**config.mk**
```make
export PLATFORM = sky130hd
export DESIGN_NAME = wdog_timer
export DESIGN_NICKNAME = d
export VERILOG_FILES = /design/src/rtl/wdog_pkg.sv /design/src/rtl/wdog_regs.sv /design/src/rtl/wdog_prescaler.sv /design/src/rtl/wdog_stage.sv /design/src/rtl/wdog_timer.sv
export SDC_FILE = /design/constraint.sdc
export NUM_CORES = 1
export LEC_CHECK = 0
export BUFFER_PORTS_ARGS = -buffer_cell sky130_fd_sc_hd__buf_2
export CORE_MARGIN = 2
export CORE_UTILIZATION = 54
export DETAILED_ROUTE_END_ITERATION = 10
export PLACE_DENSITY = 0.8
export SYNTH_ARGS = -nofsm -noshare
export SYNTH_HDL_FRONTEND = slang
export SYNTH_SLANG_ARGS = --single-unit
```
**constraint.sdc**
```tcl
create_clock -name clk -period 5.45 [get_ports clk]
set_input_delay 0.545 -clock clk [delete_from_list [all_inputs] [get_ports clk]]
set_output_delay 0.545 -clock clk [all_outputs]
set_load 0.01 [all_outputs]
```
**src/rtl/wdog_pkg.sv**
```systemverilog
package wdog_pkg;

    localparam int unsigned DATA_W  = 8;
    localparam int unsigned SEL_W   = 2;
    localparam int unsigned NUM_SEL = 1 << SEL_W;
    localparam int unsigned STAGE_W = 2;

    localparam logic [DATA_W-1:0] SERVICE_KEY = 8'h4E;

    // write port address decode
    localparam logic ADDR_CTRL    = 1'b0;
    localparam logic ADDR_SERVICE = 1'b1;

    // control byte field positions
    localparam int unsigned BIT_MODE   = 0;
    localparam int unsigned BIT_SEL_LO = 1;
    localparam int unsigned BIT_ENABLE = 3;

    typedef enum logic [1:0] {
        WD_RUN      = 2'd0,
        WD_HOLD     = 2'd1,
        WD_FIRE_RST = 2'd2,
        WD_FIRE_IRQ = 2'd3
    } wd_state_e;

    typedef struct packed {
        logic             enable;
        logic [SEL_W-1:0] sel;
        logic             to_reset;
    } wd_ctrl_t;

    localparam wd_ctrl_t CTRL_AT_RESET = '{enable: 1'b1, sel: 2'b11, to_reset: 1'b1};

endpackage

```
**src/rtl/wdog_regs.sv**
```systemverilog
module wdog_regs
    import wdog_pkg::*;
(
    input  logic              clk,
    input  logic              rst_n,
    input  logic              wr_en,
    input  logic              wr_addr,
    input  logic [DATA_W-1:0] wr_data,
    output wd_ctrl_t          ctrl,
    output logic              service_hit
);

    wd_ctrl_t ctrl_q;

    always_ff @(posedge clk or negedge rst_n) begin
        if (!rst_n) begin
            ctrl_q <= CTRL_AT_RESET;
        end else if (wr_en && (wr_addr == ADDR_CTRL)) begin
            ctrl_q.enable   <= wr_data[BIT_ENABLE];
            ctrl_q.sel      <= wr_data[BIT_SEL_LO +: SEL_W];
            ctrl_q.to_reset <= wr_data[BIT_MODE];
        end
    end

    // only the exact key at the service address restarts the stages
    always_comb begin
        service_hit = wr_en && (wr_addr == ADDR_SERVICE) && (wr_data == SERVICE_KEY);
    end

    assign ctrl = ctrl_q;

endmodule

```
**src/rtl/wdog_prescaler.sv**
```systemverilog
module wdog_prescaler
    import wdog_pkg::*;
#(
    parameter int unsigned BASE_LOG2 = 3
) (
    input  logic             clk,
    input  logic             rst_n,
    input  logic             run,
    input  logic [SEL_W-1:0] sel,
    output logic             tick
);

    localparam int unsigned DIV_W = BASE_LOG2 + NUM_SEL - 1;

    logic [DIV_W-1:0]   div_q;
    logic [NUM_SEL-1:0] tap;

    // free-running divider; the service key never touches it
    always_ff @(posedge clk or negedge rst_n) begin
        if (!rst_n) begin
            div_q <= '0;
        end else if (run) begin
            div_q <= div_q + DIV_W'(1);
        end
    end

    // one tap per select code, each twice the span of the previous one
    for (genvar g = 0; g < NUM_SEL; g++) begin : g_tap
        assign tap[g] = &div_q[BASE_LOG2+g-1:0];
    end

    always_comb begin
        tick = run && tap[sel];
    end

endmodule

```
**src/rtl/wdog_stage.sv**
```systemverilog
module wdog_stage
    import wdog_pkg::*;
(
    input  logic               clk,
    input  logic               rst_n,
    input  logic               restart,
    input  logic               tick,
    output logic               overflow,
    output logic [STAGE_W-1:0] cnt
);

    logic [STAGE_W-1:0] cnt_q;

    // a restart on a tick edge wins and swallows that tick
    always_comb begin
        overflow = tick && !restart && (&cnt_q);
    end

    always_ff @(posedge clk or negedge rst_n) begin
        if (!rst_n) begin
            cnt_q <= '0;
        end else if (restart) begin
            cnt_q <= '0;
        end else if (tick) begin
            cnt_q <= cnt_q + STAGE_W'(1);
        end
    end

    assign cnt = cnt_q;

endmodule

```
**src/rtl/wdog_timer.sv**
```systemverilog
module wdog_timer
    import wdog_pkg::*;
#(
    parameter int unsigned BASE_LOG2 = 3
) (
    input  logic       clk,
    input  logic       rst_n,
    input  logic       wr_en,
    input  logic       wr_addr,
    input  logic [7:0] wr_data,
    input  logic       stop_mode,
    input  logic       idle_mode,
    input  logic       sleep_mode,
    output logic       rst_req,
    output logic       wdt_irq
);

    wd_ctrl_t           ctrl;
    logic               service_hit;
    logic               freeze;
    logic               run;
    logic               tick;
    logic               overflow;
    logic [STAGE_W-1:0] stage_cnt;
    wd_state_e          state_q;
    wd_state_e          state_d;

    always_comb begin
        freeze = stop_mode || idle_mode || sleep_mode || !ctrl.enable;
        run    = !freeze;
    end

    wdog_regs u_regs (
        .clk         (clk),
        .rst_n       (rst_n),
        .wr_en       (wr_en),
        .wr_addr     (wr_addr),
        .wr_data     (wr_data),
        .ctrl        (ctrl),
        .service_hit (service_hit)
    );

    wdog_prescaler #(.BASE_LOG2(BASE_LOG2)) u_presc (
        .clk   (clk),
        .rst_n (rst_n),
        .run   (run),
        .sel   (ctrl.sel),
        .tick  (tick)
    );

    wdog_stage u_stage (
        .clk      (clk),
        .rst_n    (rst_n),
        .restart  (service_hit),
        .tick     (tick),
        .overflow (overflow),
        .cnt      (stage_cnt)
    );

    // state register
    always_ff @(posedge clk or negedge rst_n) begin
        if (!rst_n) begin
            state_q <= WD_RUN;
        end else begin
            state_q <= state_d;
        end
    end

    // transitions
    always_comb begin
        state_d = state_q;
        unique case (state_q)
            WD_RUN: begin
                if (overflow) begin
                    state_d = ctrl.to_reset ? WD_FIRE_RST : WD_FIRE_IRQ;
                end else if (freeze) begin
                    state_d = WD_HOLD;
                end
            end
            WD_HOLD: begin
                if (overflow) begin
                    state_d = ctrl.to_reset ? WD_FIRE_RST : WD_FIRE_IRQ;
                end else if (!freeze) begin
                    state_d = WD_RUN;
                end
            end
            WD_FIRE_RST, WD_FIRE_IRQ: begin
                state_d = freeze ? WD_HOLD : WD_RUN;
            end
        endcase
    end

    // outputs
    always_comb begin
        rst_req = 1'b0;
        wdt_irq = 1'b0;
        unique case (state_q)
            WD_FIRE_RST: rst_req = 1'b1;
            WD_FIRE_IRQ: wdt_irq = 1'b1;
            WD_RUN, WD_HOLD: begin
                rst_req = 1'b0;
                wdt_irq = 1'b0;
            end
        endcase
    end

endmodule

```
After elaboration in Yosys (flattened, before gate mapping)
Cells that the tools add are included.
{"block": "word_totals", "regBits": 14, "input_bits": 15, "out_inout_bits": 2, "wordCells": 50}
{"block": "op_classes", "n_addsub": 2, "order_cmp": 1, "n_eq_ne": 6, "muxes": 13, "n_bitwise": 1, "reduce_logical": 21}
{"operator": "2-bit two-way mux", "n": 6}
{"operator": "8-bit by 7-bit == test with 1-bit output (second input constant)", "n": 1}
{"operator": "6-bit by 1-bit adder with 6-bit output (second input constant)", "n": 1}
{"operator": "1-bit logical AND", "n": 6}
{"operator": "3-bit != test (second input constant)", "n": 2}
{"operator": "2-bit one-hot mux with 3 select lines", "n": 1}
{"operator": "6-bit AND reduction", "n": 1}
{"operator": "1-bit two-way mux", "n": 5}
{"operator": "5-bit AND reduction", "n": 1}
{"operator": "2-bit == test (second input constant)", "n": 2}
{"operator": "2-bit AND reduction", "n": 2}
{"operator": "4-bit AND reduction", "n": 1}
{"operator": "1-bit logical NOT", "n": 3}
{"operator": "1-bit logical OR", "n": 3}
{"operator": "2-bit by 3-bit less-than comparator with 1-bit output (second input constant)", "n": 1}
{"operator": "3-bit AND reduction", "n": 1}
{"operator": "2-bit by 1-bit adder with 2-bit output (second input constant)", "n": 1}
{"operator": "1-bit binary-select mux with 2-bit select", "n": 1}
{"operator": "2-bit by 1-bit == test with 1-bit output (second input constant)", "n": 1}
{"operator": "2-bit logical NOT", "n": 1}
{"operator": "2-bit nonzero test", "n": 1}
{"operator": "2-bit OR reduction", "n": 1}
{"operator": "1-bit inverter", "n": 1}

Depth between registers and ports, before layout
{"block": "logic_depth", "word_depth": 9, "mapped_depth": 7, "depth_no_buf": 7}

By module
Synthesis repeated with hierarchy kept, for this count alone.
{"block": "hier_totals", "hier_cells": 54, "hier_area_um2": 747.0}
{"module": "wdog_prescaler", "instances": 1, "cells_each": 25, "area_each_um2": 331.6, "seq_area_each_um2": 150.1}
{"module": "wdog_regs", "instances": 1, "cells_each": 13, "area_each_um2": 216.5, "seq_area_each_um2": 105.1}
{"module": "wdog_timer", "instances": 1, "cells_each": 7, "area_each_um2": 102.6, "seq_area_each_um2": 50.0}
{"module": "wdog_stage", "instances": 1, "cells_each": 9, "area_each_um2": 96.3, "seq_area_each_um2": 50.0}

Worst setup path before layout
OpenSTA, ideal clock, no wires.
{"block": "synth_path", "kind": "input to register", "start": "input port wr_data[5]", "end": "register u_stage.cnt_q[0] (netlist: u_stage.cnt[0])", "setup_time_ns": 0.125, "arrival_ns": 1.615, "required_ns": 5.325, "setup_slack_ns": 3.710, "stages": 4, "n_path_buf": 0, "cell_sequence": "or4b_4 > nor3_4 > nor2b_1 > mux2_4"}
{"block": "synth_between", "elab_chain_cells": 3, "word_cells_on_any_way": 4, "cone_classes": "eq/ne: 1; mux: 1; reduce/logical: 2"}
{"item": "start: declaration", "line": "wdog_timer.sv:10", "text": "input logic [7:0] wr_data,"}
{"item": "8-bit by 7-bit == test with 1-bit output (*)", "line": "wdog_regs.sv:27", "text": "service_hit = wr_en && (wr_addr == ADDR_SERVICE) && (wr_data == SERVICE_KEY);"}
{"item": "1-bit logical AND (*)", "line": "wdog_regs.sv:27"}
{"item": "2-bit two-way mux / 2-bit nonzero test (equally long branches)"}
{"item": "end signal: assignment", "line": "wdog_stage.sv:25", "text": "cnt_q <= cnt_q + STAGE_W'(1);"}
{"item": "end: declaration", "line": "wdog_stage.sv:12", "text": "logic [STAGE_W-1:0] cnt_q;"}
Mark *: on every way between the ends. The rest lies on a longest branch, timed or not.
A chain may end at the register's enable or synchronous reset.

Final worst setup path
{"block": "layout_path", "start": "register u_presc.div_q[0]", "end": "register u_stage.cnt_q[0] (netlist: u_stage.cnt[0])"}
{"block": "layout_between", "elab_chain_cells": 5, "word_cells_on_any_way": 8, "cone_classes": "mux: 2; reduce/logical: 6"}
{"item": "start: declaration", "line": "wdog_prescaler.sv:15", "text": "logic [DIV_W-1:0] div_q;"}
{"item": "start signal: assignment", "line": "wdog_prescaler.sv:23", "text": "div_q <= div_q + DIV_W'(1);"}
{"item": "6-bit AND reduction (tied with other cells)", "line": "wdog_prescaler.sv:29", "text": "assign tap[g] = &div_q[BASE_LOG2+g-1:0];"}
{"item": "1-bit binary-select mux with 2-bit select (*)", "line": "wdog_prescaler.sv:33", "text": "tick = run && tap[sel];"}
{"item": "1-bit two-way mux (not written as such) (*)", "line": "wdog_prescaler.sv:33"}
{"item": "1-bit logical AND (*)", "line": "wdog_prescaler.sv:33"}
{"item": "2-bit nonzero test (no line) (*)"}
Mark *: on every way between the ends. The rest lies on a longest branch, timed or not. The select of a mux whose other input is x is not followed.

==> summary.md <==
| Metric | Value |
|---|---|
| RSZ-0062 raised after global routing | false |
| Worst hold path type | in2async |
| Setup TNS | 0 ns |
| Tmin final | 1.821 ns |
| Slew HR | 0.6493 |
| Routed len/inst | 12.75 µm |
| Startpoint types | flop |
| Clk sink count | 14 |
| Nets | 104 |
| Pleak | 0.0004420 µW |
| Area Overhead vs Synth | 18.59% |
| Vias per cell | 5.384 |
| Arrival time worst endpoint | 1.99 ns |
| Drt total wl | 1262 µm |
| WP data required | 5.62 ns |
| Synth Warn # | 0 |
| Inserted Diodes | 0 |
| Site Rows | 13 |
| Fmax | 549.2 MHz |
| First-pass GRT wire length | 2014 µm |
| Sequential-to-total area share from yosys stat | 0.4888 |
| CTS Buffer Depth | 2 |
| Post-route DRC | 0 |
| Die extent in y | 40.69 µm |
| Root buffer cell | clkbuf_4 |
| Hold Fails Final Rpt | 0 |
| Final setup fails | 0 |
| Worst-Skew Late Latency | 0.28 ns |
| Clock transition at path regs | 0.09 ns |
| Initial antenna violation count | 0 |
| Sequential cell area | 355.3 µm² |
| Worst setup path start | u_presc.div_q[0] |
| Syn Nets | 83 |
| Area occupied by multi-input gates | 371.6 µm² |
| Crit path kind | reg2reg |
| Final Cell Area | 862.1 µm² |
| Die ar. | 1656 µm² |
| Layout Cells excl Fill | 99 |
| Mapped Area | 726.9 µm² |
| FF+latch count, synth | 14 |
| Yosys cell types | 23 |
| Total power per unit cell area | 291.2 nW/µm² |
| Final Cycle Share | 0.3341 |
| Fillers | 105 |
| Status | completed |
| VDD IR max | 0.2038 mV |
| Drt initial violations | 5 |
| Mean Syn Cell Area | 11.36 µm² |
| Post-route ant nets | 0 |
| Routed vias | 533 |
| Area after DPL | 825.8 µm² |
| Pre-antenna DRT Iters | 4 |
| FF-to-FF Start | u_presc.div_q[0] |
| Vias in the first global route | 459 |
| Crit-path max FO | 4 |
| Gpl congestion | 0.7247 |
| Total congestion overflow | 0 |
| Post-CTS sizing | 0 |
| I/O pin cnt | 17 |
| CTS tree | done |
| H-tree levels | 1 |
| Worst clock skew | 0.008004 ns |
| Port Buffers | 16 |
| Share of cells above drive strength 1 | 0.3810 |
| DP Wirelength | 975.5 µm |
| Setup Buffers After CTS | 0 |
| CORE AREA | 1285 µm² |
| Largest net degree at the start of global routing | 15 |
| Crit end category | flop |
| Final Slew Violations | 0 |
| GR Util All Layers | 0.1926 |
| Post-Synthesis Cells | 64 |
| Tightest Pin Transition | 0.5239 ns |
| Max Cap Viol | 0 |
| Cell total after placement | 95 |
| Die width | 40.69 µm |
| Num CTS Buffers | 3 |
| Post-CTS Hold Fix Bufs | 0 |
| Starting Density | 0.5657 |
-- cell families (layout without fill, tap and decap cells) --
logic type / after synthesis / in the layout / synth area share
muxes: 6 / 6 / 0.09466
buffers and inverters: 0 / 20 / 0
xor gates and xnor gates: 3 / 3 / 0.03615
DFF: 14 / 14 / 0.4888
and+or+nand+nor: 34 / 34 / 0.2805
AOI/OAI and AO/OA: 3 / 3 / 0.03098
adders and majority gates: 4 / 4 / 0.06885
-- worst max-delay path, stage by stage, from the launching register on --
cell,delay [ns]
dfrtp_1,0.41
ha_1,0.24
and3_1,0.16
ha_1,0.17
mux2i_1,0.13
nor2_1,0.06
o21ai_2,0.23
mux2_4,0.32
-- synthesized netlist by cell type --
master,count,area share
nand4_1,2,0.017
nor3_4,1,0.022
dfstp_2,4,0.14
o41ai_1,1,0.012
mux2i_1,2,0.028
nor4b_4,1,0.033
nand2b_1,4,0.034
nand2_1,15,0.077
mux2_2,3,0.046
o21ai_2,1,0.012
and2_1,1,0.0086
nand4b_1,1,0.012
nor3_1,1,0.0069
ha_1,4,0.069
a21oi_1,1,0.0069
nor2b_1,3,0.026
nor2_1,3,0.015
dfrtp_1,10,0.34
or4b_4,1,0.019
and3_1,1,0.0086
xnor2_1,1,0.012
xor2_1,2,0.024
mux2_4,1,0.021
-- metal layers --
metal  part of all wire  wire (µm)  vias up  GRT usage
met1               0.43        545      254     0.2474
met4              0.016         20        0     0.1000
met2               0.52        659        9     0.3095
li1                   -          -      266          -
met5                  0          0        -          0
met3              0.029         37        4    0.03261
-- stage by stage --
| stage | hold WS (ns) | utilization | setup slack [ns] | power [µW] |
|---|---|---|---|---|
| after floorplan | 0.2494 | - | 3.710 | 161.3 |
| after global placement | 0.4495 | 0.6426 | 3.587 | 174.2 |
| after detailed placement | 0.4509 | 0.6426 | 3.507 | 177.2 |
| after CTS | 0.1493 | 0.6709 | 3.615 | 253.7 |
| after global routing | 0.1559 | 0.6709 | 3.529 | 267.8 |
| final | 0.1391 | 0.6709 | 3.629 | 251.1 |
-- placed cells by master (no fill, tap or decap) --
| cell type | count |
|---|---|
| nor3_4 | 1 |
| clkbuf_8 | 1 |
| xor2_1 | 2 |
| nor4b_4 | 1 |
| or4b_4 | 1 |
| and2_1 | 1 |
| mux2_2 | 3 |
| mux2_4 | 1 |
| mux2i_1 | 2 |
| clkbuf_4 | 3 |
| xnor2_1 | 1 |
| nor3_1 | 1 |
| nand4b_1 | 1 |
| o21ai_2 | 1 |
| a21oi_1 | 1 |
| dfstp_2 | 4 |
| buf_2 | 16 |
| ha_1 | 4 |
| nor2b_1 | 3 |
| nand4_1 | 2 |
| nand2_1 | 15 |
| and3_1 | 1 |
| nor2_1 | 3 |
| dfrtp_1 | 10 |
| o41ai_1 | 1 |
| nand2b_1 | 4 |
-- flip-flops by register name (all words and copies together), names as in the netlist --
name and cells:
u_stage.cnt 2, u_regs.ctrl 4, u_presc.div_q 6, state_q 2
-- worst paths after layout --
path / to / slack (ns) / depth (start not counted)
worst max-delay path: u_stage.cnt[0] / 3.63 / 7
worst min-delay path: state_q[1] / 0.14 / 1
worst max register to register: u_stage.cnt[0] / 3.63 / 7
worst min register to register: u_regs.ctrl[3] / 0.46 / 2
max in group asynchronous: u_regs.ctrl[1] / 5.03 / 1
min in group clk: u_regs.ctrl[3] / 0.46 / 3
-- layout make-up --
class,count,share of cell area
multi-input cells,50,0.4311
flip-flops and latches,14,0.4122
repair buffers,16,0.09289
clock buffers,4,0.04209
well taps,15,0.02177
-- report_power, final --
part	switching [µW]	internal (µW)
sequential	14.2	122
combinational	18.7	22.1
clock	33.1	40.6
(Power assumes the default switching activity.)
